File: src/rtl/icinv_pkg.sv
package icinv_pkg;

    localparam int REG_W   = 32;
    localparam int FIELD_W = 5;
    localparam int CHK_W   = 4;

    typedef enum logic [1:0] {
        EDT_NONE   = 2'd0,
        EDT_PARITY = 2'd1,
        EDT_CODE   = 2'd2,
        EDT_RSVD   = 2'd3
    } edt_mode_e;

    typedef enum logic [1:0] {
        SQ_IDLE,
        SQ_PREP,
        SQ_SWEEP,
        SQ_FINISH
    } seq_state_e;

    typedef struct packed {
        edt_mode_e mode;
        logic      abt;
        logic      inv;
        logic      en;
    } ctrl_fields_t;

    function automatic logic [CHK_W-1:0] clear_check(edt_mode_e m);
        logic [CHK_W-1:0] v;
        case (m)
            EDT_PARITY: v = '1;
            EDT_CODE:   v = {(CHK_W/2){2'b01}};
            default:    v = '0;
        endcase
        return v;
    endfunction

endpackage

File: src/rtl/icinv_regs.sv
module icinv_regs
    import icinv_pkg::*;
(
    input  logic             clk,
    input  logic             rst,
    input  logic             wr_i,
    input  ctrl_fields_t     wfields_i,
    input  logic             busy_i,
    input  logic             done_i,
    input  logic             abort_taken_i,
    output logic             start_o,
    output edt_mode_e        start_mode_o,
    output logic             en_o,
    output logic [REG_W-1:0] rdata_o
);

    ctrl_fields_t q;

    assign start_o      = wr_i && wfields_i.inv && !busy_i;
    assign start_mode_o = wfields_i.mode;
    assign en_o         = q.en;
    assign rdata_o      = {{(REG_W-FIELD_W){1'b0}}, q};

    always_ff @(posedge clk) begin
        if (rst) begin
            q <= '0;
        end else begin
            if (wr_i) begin
                q.en   <= wfields_i.en;
                q.mode <= wfields_i.mode;
            end
            if (start_o)
                q.inv <= 1'b1;
            else if (done_i || abort_taken_i)
                q.inv <= 1'b0;
            if (abort_taken_i)
                q.abt <= 1'b1;
            else if (wr_i && !wfields_i.abt)
                q.abt <= 1'b0;
        end
    end


    inv_tracks_busy_chk: assert property (@(posedge clk) disable iff (rst)
        q.inv == busy_i);


    abort_sets_flag_chk: assert property (@(posedge clk) disable iff (rst)
        abort_taken_i |=> (q.abt && !q.inv));


    abort_sticky_chk: assert property (@(posedge clk) disable iff (rst)
        (q.abt && !(wr_i && !wfields_i.abt)) |=> q.abt);

endmodule

File: src/rtl/icinv_seq.sv
module icinv_seq
    import icinv_pkg::*;
#(
    parameter int NUM_SETS = 128,
    parameter int NUM_WAYS = 4,
    parameter int TAG_W    = 20,
    parameter int PRE_CYC  = 3,
    parameter int POST_CYC = 2,
    localparam int SET_W   = $clog2(NUM_SETS),
    localparam int ENTRY_W = CHK_W + 1 + TAG_W,
    localparam int OVH_MAX = (PRE_CYC > POST_CYC) ? PRE_CYC : POST_CYC,
    localparam int OVH_W   = $clog2(OVH_MAX + 1)
) (
    input  logic                clk,
    input  logic                rst,
    input  logic                start_i,
    input  edt_mode_e           mode_i,
    input  logic                abort_i,
    output logic                busy_o,
    output logic                done_o,
    output logic                abort_taken_o,
    output logic                tag_we_o,
    output logic [SET_W-1:0]    tag_set_o,
    output logic [NUM_WAYS-1:0] tag_mask_o,
    output logic [ENTRY_W-1:0]  tag_wdata_o
);

    seq_state_e       state_q;
    logic [OVH_W-1:0] cnt_q;
    logic [SET_W-1:0] set_q;
    edt_mode_e        mode_q;

    localparam logic [SET_W-1:0] LAST_SET  = SET_W'(NUM_SETS - 1);
    localparam logic [OVH_W-1:0] PRE_LAST  = OVH_W'(PRE_CYC - 1);
    localparam logic [OVH_W-1:0] POST_LAST = OVH_W'(POST_CYC - 1);

    assign busy_o        = (state_q != SQ_IDLE);
    assign abort_taken_o = busy_o && abort_i;
    assign done_o        = (state_q == SQ_FINISH) && (cnt_q == POST_LAST) && !abort_i;
    assign tag_we_o      = (state_q == SQ_SWEEP);
    assign tag_set_o     = set_q;
    assign tag_mask_o    = '1;
    assign tag_wdata_o   = {clear_check(mode_q), 1'b0, {TAG_W{1'b0}}};

    always_ff @(posedge clk) begin
        if (rst) begin
            state_q <= SQ_IDLE;
            cnt_q   <= '0;
            set_q   <= '0;
            mode_q  <= EDT_NONE;
        end else if (abort_taken_o) begin
            state_q <= SQ_IDLE;
            cnt_q   <= '0;
            set_q   <= '0;
        end else begin
            case (state_q)
                SQ_IDLE: if (start_i) begin
                    state_q <= SQ_PREP;
                    cnt_q   <= '0;
                    mode_q  <= mode_i;
                end
                SQ_PREP: if (cnt_q == PRE_LAST) begin
                    state_q <= SQ_SWEEP;
                    set_q   <= '0;
                end else begin
                    cnt_q <= cnt_q + 1'b1;
                end
                SQ_SWEEP: if (set_q == LAST_SET) begin
                    state_q <= SQ_FINISH;
                    cnt_q   <= '0;
                end else begin
                    set_q <= set_q + 1'b1;
                end
                SQ_FINISH: if (cnt_q == POST_LAST) begin
                    state_q <= SQ_IDLE;
                    cnt_q   <= '0;
                end else begin
                    cnt_q <= cnt_q + 1'b1;
                end
                default: state_q <= SQ_IDLE;
            endcase
        end
    end


    set_ascends_chk: assert property (@(posedge clk) disable iff (rst)
        (tag_we_o && $past(tag_we_o)) |-> (tag_set_o == SET_W'($past(tag_set_o) + 1'b1)));


    mode_held_chk: assert property (@(posedge clk) disable iff (rst)
        (busy_o && $past(busy_o)) |-> $stable(mode_q));


    abort_idles_chk: assert property (@(posedge clk) disable iff (rst)
        abort_taken_o |=> (!busy_o && !tag_we_o));

endmodule

File: src/rtl/cache_inval_ctrl.sv
module cache_inval_ctrl
    import icinv_pkg::*;
#(
    parameter int NUM_SETS = 128,
    parameter int NUM_WAYS = 4,
    parameter int TAG_W    = 20,
    parameter int PRE_CYC  = 3,
    parameter int POST_CYC = 2,
    localparam int SET_W   = $clog2(NUM_SETS),
    localparam int ENTRY_W = CHK_W + 1 + TAG_W
) (
    input  logic                clk,
    input  logic                rst,
    input  logic                reg_wr,
    input  logic [REG_W-1:0]    reg_wdata,
    output logic [REG_W-1:0]    reg_rdata,
    input  logic                abort_req,
    output logic                lookup_en,
    output logic                busy,
    output logic                tag_we,
    output logic [SET_W-1:0]    tag_set,
    output logic [NUM_WAYS-1:0] tag_way_mask,
    output logic [ENTRY_W-1:0]  tag_wdata
);

    ctrl_fields_t wfields;
    logic         start, done, abort_taken;
    edt_mode_e    start_mode;
    logic         unused_hi;

    assign wfields   = ctrl_fields_t'(reg_wdata[FIELD_W-1:0]);
    assign unused_hi = ^reg_wdata[REG_W-1:FIELD_W];

    icinv_regs u_regs (
        .clk           (clk),
        .rst           (rst),
        .wr_i          (reg_wr),
        .wfields_i     (wfields),
        .busy_i        (busy),
        .done_i        (done),
        .abort_taken_i (abort_taken),
        .start_o       (start),
        .start_mode_o  (start_mode),
        .en_o          (lookup_en),
        .rdata_o       (reg_rdata)
    );

    icinv_seq #(
        .NUM_SETS (NUM_SETS),
        .NUM_WAYS (NUM_WAYS),
        .TAG_W    (TAG_W),
        .PRE_CYC  (PRE_CYC),
        .POST_CYC (POST_CYC)
    ) u_seq (
        .clk           (clk),
        .rst           (rst),
        .start_i       (start),
        .mode_i        (start_mode),
        .abort_i       (abort_req),
        .busy_o        (busy),
        .done_o        (done),
        .abort_taken_o (abort_taken),
        .tag_we_o      (tag_we),
        .tag_set_o     (tag_set),
        .tag_mask_o    (tag_way_mask),
        .tag_wdata_o   (tag_wdata)
    );

endmodule

File: config.mk
export PLATFORM = sky130hd
export DESIGN_NAME = cache_inval_ctrl
export DESIGN_NICKNAME = d
export VERILOG_FILES = /design/src/rtl/icinv_pkg.sv /design/src/rtl/icinv_regs.sv /design/src/rtl/icinv_seq.sv /design/src/rtl/cache_inval_ctrl.sv
export SDC_FILE = /design/constraint.sdc
export NUM_CORES = 1
export LEC_CHECK = 0
export CORE_MARGIN = 2
export CORE_UTILIZATION = 35
export DETAILED_ROUTE_END_ITERATION = 6
export HOLD_SLACK_MARGIN = 0.06
export PLACE_DENSITY = 0.81
export SLEW_MARGIN = 20
export SYNTH_ARGS = -nofsm -noshare
export SYNTH_HDL_FRONTEND = slang
export SYNTH_HIERARCHICAL = 1
export SYNTH_SLANG_ARGS = --single-unit
export TNS_END_PERCENT = 100
File: constraint.sdc
create_clock -name clk -period 2.35 [get_ports clk]
set_input_delay 0.47 -clock clk [delete_from_list [all_inputs] [get_ports clk]]
set_output_delay 0.47 -clock clk [all_outputs]
set_load 0.005 [all_outputs]
==> run_results.csv, run 1 <==
group,metric,value,unit
outcome,status,"complete, no violations",
route,ant_nets,0,
grt,grt_util_met2,0.160,
timing,finalSetupTns,0,ps
grt,antenna_found_initial,0,
route,routed_wl,2570,um
power_and_ir_drop,ir_drop,240,uV
final_layout,final_common_cell,"conb_1",
route,drt-initial-drc-count,86,
timing,worst_hold_slack,463,ps
synthesis,ys_warn_count,6,
worst_setup_path,end_kind,"output port",
clocking,cts_setup_buffers,0,
grt,grt_pass1_wl,4040,um
synthesis,synth_edf_count,0,
synthesis,yosysUniqueCellTypes,38,
worst_setup_path,required,1880,ps
final_layout,final_cell_count_no_fill,256,
worst_setup_path,cp_max_fo,12,
grt,use_met1,0.127,
grt,grt_use_total,0.101,
timing,finalMaxSlewViolations,0,
clocking,htree_levels,1,
route,vias,1106,
die,ios,107,
synthesis,ys_ff_latch,18,
clocking,hold_buffers,0,
route,viasPerCell,4.32,
worst_hold_path,hold_path.class,"reg -> reg",
timing,finalSetupViolCount,0,
die,die-area,0.00477,sq mm
synthesis,synth_area_leaders,"buf_4 29%, dfxtp_1 24%, ha_1 8.4%",
synthesis,avgSynthCellArea,8.01,sq um
worst_setup_path,cp-start-kind,"register",
route,post_drt_wl_per_cell,10.0,um
final_layout,syn2layout_area_growth,9.29,%
clocking,clk_pin_slew_worst_paths,70,ps
final_layout,layout-drive-gt1-share,0.0485,
power_and_ir_drop,p_switching,0.000408,W
synthesis,async_flop_share,0,
grt,grt_max_degree,13,
timing,max_freq,0.462,GHz
clocking,numCtsBuffers,3,
timing,skew,2.27,ps
final_layout,design_area,0.00162,sq mm
synthesis,ys.flop_type,"dfxtp_1",
timing,min_period,2170,ps
timing,finalCritPeriodShare,0.922,
grt,global_route.usage.met3,0.0351,
power_and_ir_drop,p_comb_frac,0.432,
route,drtPass1Iterations,4,
worst_setup_path,critPathKind,"reg -> out",
die,die_h,69.1,um
power_and_ir_drop,clock_power_share,0.228,
synthesis,netlist_area,0.00148,sq mm
die,initial_core_util,0.368,
route,drc_errors,0,
synthesis,synth_top_area_frac,0.289,
power_and_ir_drop,power.internal,0.000713,W
place,hpwl,2000,um
die,die_x,69.1,um
synthesis,syn_inst,185,
synthesis,synth_top_area_cell,"buf_4",
clocking,ctsResizeCount,0,
die,rows,23,
final_layout,final_cell_mix,"52 x conb_1, 27 x clkdlybuf4s50_1, 18 x dfxtp_1",
place,port_buffers,27,
clocking,cts.sinks,18,
clocking,clock_path_buffers,2,
die,core-area,0.00403,sq mm
power_and_ir_drop,power_density,692,mW/mm^2
grt,grt-busiest-layer,"met2",
synthesis,synth.yosys.seq_area_share,0.243,
final_layout,final_nets,253,
place,routabilityCongestion,0.788,
grt,overflow,0,
timing,rsz0062_at_grt,"no",
power_and_ir_drop,swShare,0.364,
timing,hold_violations,0,
place,dpl_cell_area,0.00156,sq mm
place,place_inst,252,
power_and_ir_drop,p_leak,0.701,nW
power_and_ir_drop,pwr-share-seq,0.340,
final_layout,antennaDiodeCount,0,
grt,grt_pass1_vias,923,
worst_setup_path,arrival,1700,ps
clocking,cts-root-buf,"clkbuf_8",
clocking,clock_latency,250,ps
job,cap_viol_max_count,0,
clocking,cts_tree,"done",
==> layout make-up <==
class,instances,area [sq um]
tap,50,62.6
fill,414,2410
sequential,18,360
inverter,10,37.5
multi-input combinational,146,826
clock buffer,4,55.1
timing repair buffer,28,278
==> logic make-up (layout without fill, tap and decap cells) <==
logic type      after synthesis  in the layout  synth area share
mux                           5              5            0.0380
buf+inv                      70             42             0.323
flops                        18             18             0.243
compound gates               29             29             0.122
fa+ha+maj                    10             10            0.0845
other cells                   3             52           0.00760
simple gates                 50             50             0.181
==> cells in the mapped netlist, types with 2 or more instances <==
| cell type | instances |
|---|---|
| a211oi_1 | 3 |
| a21oi_1 | 10 |
| a31oi_1 | 2 |
| and3_1 | 2 |
| buf_2 | 2 |
| buf_4 | 57 |
| conb_1 | 3 |
| dfxtp_1 | 18 |
| ha_1 | 10 |
| inv_1 | 10 |
| mux2i_1 | 3 |
| nand2_1 | 11 |
| nand3_1 | 5 |
| nand4_1 | 3 |
| nor2_1 | 10 |
| nor2b_1 | 4 |
| nor3_1 | 4 |
| nor3b_1 | 2 |
| o21ai_0 | 5 |
| or2_2 | 2 |
| or4b_1 | 2 |
==> metrics by stage <==
stage | total power [W] | setup slack [ps] | utilization
5_1_grt | 0.00121 | 28.8 | 0.402
3_3_place_gp | 0.000858 | 233 | 0.388
3_5_place_dp | 0.000868 | 208 | 0.388
2_1_floorplan | 0.000778 | 677 | -
6_report | 0.00112 | 184 | 0.402
4_1_cts | 0.00112 | 184 | 0.402
==> power groups by stage <==
stage	Sequential, W	Combinational (W)	Clock [W]
floorplan	0.000382	0.000395	0
global placement	0.000387	0.000471	0
detailed placement	0.000388	0.000479	0
CTS	0.000382	0.000481	0.000256
global route	0.000387	0.000553	0.000273
finish	0.000382	0.000484	0.000255
==> metal layers <==
layer  vias up  share of wire  wire length (um)
met5         -              0                 0
met4         0              0                 0
met3         0           0.10               260
met2        62           0.48              1240
met1       481           0.42              1070
li1        563              -                 -
==> sequential cells by signal, indices dropped and copies added, names as in the netlist <==
signal and flops:
u_regs/rdata_o 4, u_seq/state_q 2, u_seq/cnt_q 2, u_seq/tag_set_o 7, u_regs/en_o 1, u_seq/mode_q 2
==> critical path, cell delays in order (launching register included) <==
cell and delay [ps]:
dfxtp_1 340, inv_1 110, ha_1 400, clkdlybuf4s50_1 590
==> final timing paths <==
path | depth (start not counted) | to | slack [ps] | from
setup reg to reg | 8 | u_seq/state_q[0]$_SDFFE_PP0P_ | 350 | u_seq/state_q[0]$_SDFFE_PP0P_
hold reg to reg | 2 | u_seq/mode_q[1]$_SDFFE_PP0P_ | 460 | u_seq/mode_q[1]$_SDFFE_PP0P_
hold / removal | 2 | u_seq/mode_q[1]$_SDFFE_PP0P_ | 460 | u_seq/mode_q[1]$_SDFFE_PP0P_
setup / recovery | 3 | tag_we | 180 | u_seq/state_q[0]$_SDFFE_PP0P_
No activity file was read; power rests on OpenSTA's default activity.
==> run 2: changes to the inputs <==
- CORE_MARGIN: 2 -> 1.5
- CTS_CLUSTER_DIAMETER: not set -> 200
==> run_results.csv, run 2 (same netlist as run 1, synthesis figures left out) <==
group,metric,value,unit
die,die-area,0.00463,sq mm
worst_hold_path,hold_path.class,"reg -> reg",
worst_setup_path,max_stage_delay,580,ps
place,port_buffers,27,
worst_setup_path,arrival,1680,ps
clocking,ctsResizeCount,0,
clocking,clock_latency,250,ps
clocking,cts-root-buf,"clkbuf_8",
final_layout,layout-drive-gt1-share,0.0439,
clocking,cts.sinks,18,
grt,grt_use_total,0.115,
die,ios,107,
final_layout,antennaDiodeCount,0,
place,hpwl,1940,um
route,vias,1098,
route,ant_nets,0,
worst_setup_path,ff2ff_setup_slack,430,ps
timing,skew,1.76,ps
clocking,htree_levels,1,
worst_setup_path,crit_buf_inv,2,
timing,rsz0062_at_grt,"no",
worst_setup_path,required,1880,ps
worst_setup_path,worst_path_max_delay_cell,"clkdlybuf4s50_1",
timing,finalCritPeriodShare,0.913,
final_layout,final_cell_mix,"52 x conb_1, 27 x clkdlybuf4s50_1, 18 x dfxtp_1",
job,cap_viol_max_count,0,
final_layout,fin_util,0.398,
timing,hold_violations,0,
clocking,hold_buffers,0,
place,routabilityCongestion,0.839,
die,die_x,68.1,um
power_and_ir_drop,power_density,670,mW/mm^2
outcome,status,"complete, no violations",
die,die_h,68.1,um
final_layout,largest_reg_flops,7,
worst_setup_path,critPathKind,"reg -> out",
timing,max_freq,0.466,GHz
route,drt-initial-drc-count,63,
grt,grt_pass1_wl,4110,um
power_and_ir_drop,p_leak,0.693,nW
grt,grt_pass1_vias,960,
clocking,cts_setup_buffers,0,
final_layout,final_nets,253,
worst_setup_path,cp_max_fo,12,
clocking,cts_tree,"done",
die,initial_core_util,0.368,
die,rows,23,
route,post_drt_wl_per_cell,9.66,um
route,drtPass1Iterations,4,
timing,finalSetupTns,0,ps
worst_setup_path,worstPathCellList,"inv_1 > ha_1 > clkdlybuf4s50_1",
die,core-area,0.00403,sq mm
clocking,clk_pin_slew_worst_paths,60,ps
grt,overflow,0,
route,viasPerCell,4.31,
final_layout,final_common_cell,"conb_1",
timing,finalMaxSlewViolations,0,
worst_setup_path,cp-start-kind,"register",
worst_setup_path,path_delay_family,"buffers and inverters",
final_layout,syn2layout_area_growth,8.36,%
power_and_ir_drop,ir_drop,211,uV
grt,antenna_found_initial,0,
clocking,clock_path_buffers,2,
worst_setup_path,end_kind,"output port",
route,drc_errors,0,
clocking,numCtsBuffers,3,
grt,grt_max_degree,13,
timing,finalSetupViolCount,0,
route,routed_wl,2460,um
timing,min_period,2150,ps
==> run 2: metrics by stage <==
step	instances	setup slack [ps]	power, W	hold WS (ps)	cell area (sq um)
global placement	252	268	0.000855	450	1560
finish	255	204	0.00108	456	1610
global route	255	67.1	0.00117	479	1610
floorplan	234	677	0.000778	430	1670
detailed placement	252	257	0.000866	447	1560
CTS	255	189	0.00108	457	1610
==> run 2: worst paths after layout <==
kind | from | endpoint | depth (start not counted)
setup / recovery | u_seq/state_q[0]$_SDFFE_PP0P_ | tag_we | 3
setup reg to reg | u_seq/state_q[0]$_SDFFE_PP0P_ | u_seq/state_q[0]$_SDFFE_PP0P_ | 8
hold reg to reg | u_seq/mode_q[1]$_SDFFE_PP0P_ | u_seq/mode_q[1]$_SDFFE_PP0P_ | 2
hold / removal | u_seq/mode_q[1]$_SDFFE_PP0P_ | u_seq/mode_q[1]$_SDFFE_PP0P_ | 2
==> run 2: worst register-to-register path, stage by stage, from the launching register on <==
cell and delay (ps):
dfxtp_1 340, inv_1 110, ha_1 260, inv_1 100, nor2_1 250, nor2b_1 130, nor3_1 350, nand3_1 120
nor3b_1 150
==> run 2: final cells by class <==
cell class / count / area, sq um
Tap cell: 50 / 62.6
Multi-Input combinational cell: 146 / 826
Clock buffer: 3 / 41.3
Fill cell: 405 / 2420
Timing Repair Buffer: 28 / 278
Inverter: 10 / 37.5
Sequential cell: 18 / 360
==> run 2: power by group <==
part,leakage (nW),internal (W),switching [W]
sequential,0.147,0.000347,0.0000350
combinational,0.525,0.000217,0.000269
clock,0.0216,0.000114,0.0000943
total,0.693,0.000678,0.000398
==> run 2: metal layers <==
metal / routed length [um] / track usage / vias up
met1: 1100 / 0.136 / 498
met2: 1200 / 0.204 / 40
met4: 8 / 0.0400 / 0
met3: 147 / 0.0214 / 2
li1: - / - / 558
met5: 0 / 0 / -
==> run 3: changes to the inputs <==
- CORE_UTILIZATION: 35 -> 34
- PLACE_DENSITY: 0.81 -> 0.8
- SYNTH_HIERARCHICAL: 1 -> not set
==> run_results.csv, run 3 <==
group,metric,value,unit
synthesis,netlist_area,0.00144,sq mm
clocking,cts.sinks,18,
worst_hold_path,whs_path_depth,2,
timing,min_period,2230,ps
power_and_ir_drop,power_density,642,mW/mm^2
worst_setup_path,end_kind,"output port",
final_layout,design_area,0.00157,sq mm
outcome,status,"complete, no violations",
die,core-area,0.00403,sq mm
synthesis,yosysUniqueCellTypes,35,
power_and_ir_drop,power.internal,0.000668,W
die,die-area,0.00463,sq mm
clocking,clk_pin_slew_worst_paths,70,ps
synthesis,async_flop_share,0,
die,die_h,68.0,um
timing,tightest_slew,532,ps
timing,skew,0.863,ps
grt,grt_use_total,0.110,
route,drc_errors,0,
final_layout,final_nets,243,
place,port_buffers,27,
timing,finalSetupTns,0,ps
grt,overflow,0,
die,ios,107,
synthesis,synth_top_area_cell,"buf_4",
synthesis,avgSynthCellArea,8.26,sq um
final_layout,seq_area,360,sq um
timing,worst_hold_slack,485,ps
timing,hold_violations,0,
place,routabilityCongestion,0.873,
clocking,clock_latency,250,ps
final_layout,antennaDiodeCount,0,
clocking,cts_tree,"done",
grt,grt_pass1_wl,3920,um
timing,finalCritPeriodShare,0.949,
synthesis,synth.yosys.seq_area_share,0.251,
synthesis,synth_most_common_cell,"buf_4",
place,hpwl,1990,um
route,drtPass1Iterations,4,
final_layout,layout-drive-gt1-share,0.0508,
synthesis,ys_ff_latch,18,
synthesis,syn_inst,174,
timing,max_freq,0.448,GHz
die,rows,23,
synthesis,ys_warn_count,0,
timing,finalMaxSlewViolations,0,
synthesis,synth_area_leaders,"buf_4 29%, dfxtp_1 25%, ha_1 7.8%",
die,initial_core_util,0.357,
worst_setup_path,critPathKind,"reg -> out",
worst_setup_path,ff2ff_setup_slack,450,ps
worst_hold_path,hold_path.class,"reg -> reg",
grt,grt_pass1_vias,957,
timing,slew_headroom,0.641,
timing,rsz0062_at_grt,"no",
worst_setup_path,arrival,1760,ps
final_layout,multiInputGateArea,778,sq um
die,die_x,68.0,um
synthesis,synth_top_area_frac,0.287,
worst_setup_path,cp-start-kind,"register",
final_layout,syn2layout_area_growth,9.31,%
power_and_ir_drop,p_switching,0.000340,W
worst_setup_path,required,1880,ps
final_layout,final_cell_mix,"52 x conb_1, 27 x clkdlybuf4s50_1, 18 x dfxtp_1",
final_layout,final_cell_count_no_fill,247,
place,dp_worst_setup_slack,416,ps
route,vias,1091,
worst_setup_path,cp_max_fo,13,
route,routed_wl,2550,um
final_layout,largest_reg_flops,7,
power_and_ir_drop,p_comb_frac,0.392,
timing,finalSetupViolCount,0,
synthesis,synth_edf_count,0,
clocking,clock_path_buffers,2,
place,place_inst,243,
power_and_ir_drop,ir_drop,227,uV
final_layout,final_common_cell,"conb_1",
clocking,htree_levels,1,
power_and_ir_drop,clock_power_share,0.252,
clocking,numCtsBuffers,3,
clocking,hold_buffers,0,
power_and_ir_drop,p_leak,0.697,nW
place,dpl_cell_area,0.00152,sq mm
worst_setup_path,rr_worst_depth,6,
clocking,ctsResizeCount,0,
route,viasPerCell,4.42,
power_and_ir_drop,pwr-share-seq,0.356,
grt,grt_max_degree,14,
synthesis,ys.flop_type,"dfxtp_1",
final_layout,fillers,400,
clocking,cts_setup_buffers,0,
power_and_ir_drop,swShare,0.338,
route,ant_nets,0,
job,cap_viol_max_count,0,
timing,setup_ws,120,ps
grt,antenna_found_initial,0,
route,drt-initial-drc-count,118,
clocking,cts-root-buf,"clkbuf_8",
synthesis,synth_commonest_cells,"55 x buf_4, 18 x dfxtp_1, 11 x a21oi_1",
route,post_drt_wl_per_cell,10.3,um
## run 3: cell types whose count changed in the layout (fill, tap and decap cells not counted), sizes merged, moves of 3 or more
cell / before / now
o21ai: 6 / 10
nor2: 10 / 7
nor2b: 4 / 0
mux2i: 3 / 6
nand2: 11 / 6
## run 3: cell families (layout without fill, tap and decap cells)
| kind of cell | count (synthesis) | count (layout) | share of synthesized area |
|---|---|---|---|
| compound gates | 33 | 33 | 0.140 |
| fa+ha+maj | 9 | 9 | 0.0783 |
| simple gates | 36 | 36 | 0.138 |
| mux | 7 | 7 | 0.0496 |
| other cells | 2 | 52 | 0.00522 |
| buf+inv | 69 | 42 | 0.339 |
| flops | 18 | 18 | 0.251 |
## run 3: layer usage
metal / track usage / up-vias / share of wire
met2: 0.188 / 57 / 0.51
met3: 0.0263 / 4 / 0.069
met1: 0.122 / 501 / 0.40
met4: 0.0700 / 0 / 0.015
met5: 0 / - / 0
li1: - / 529 / -
## run 3: final timing paths
kind | from | to
worst max-delay path | u_seq.state_q[0]$_SDFFE_PP0P_ | tag_we
worst min-delay path | u_regs.rdata_o[2]$_SDFFE_PP0P_ | u_regs.rdata_o[2]$_SDFFE_PP0P_
worst max register to register | u_seq.state_q[0]$_SDFFE_PP0P_ | u_seq.tag_set_o[0]$_SDFFE_PP0P_
worst min register to register | u_regs.rdata_o[2]$_SDFFE_PP0P_ | u_regs.rdata_o[2]$_SDFFE_PP0P_
## run 3: per-stage QoR
| stage | power (W) | utilization |
|---|---|---|
| floorplan | 0.000695 | - |
| global placement | 0.000740 | 0.376 |
| detailed placement | 0.000754 | 0.376 |
| CTS | 0.00101 | 0.390 |
| global route | 0.00109 | 0.390 |
| finish | 0.00101 | 0.390 |
## run 3: area by class of cell
class                   instances  share of cell area
multi-input cells             137               0.495
inverters                      10              0.0239
repair buffers                 28               0.177
clock buffers                   4              0.0350
flip-flops and latches         18               0.229
well taps                      50              0.0398
## run 3: worst max-delay path, cell delays in order (launching register included)
cell             delay [ps]
dfxtp_1                 340
inv_1                   120
ha_1                    450
clkdlybuf4s50_1         600
## run 3: power by group through the flow
stage | Sequential, W | Clock [W] | Combinational [W]
floorplan | 0.000363 | 0 | 0.000332
global placement | 0.000364 | 0 | 0.000375
detailed placement | 0.000366 | 0 | 0.000389
CTS | 0.000359 | 0.000261 | 0.000393
global route | 0.000365 | 0.000277 | 0.000449
finish | 0.000359 | 0.000254 | 0.000395
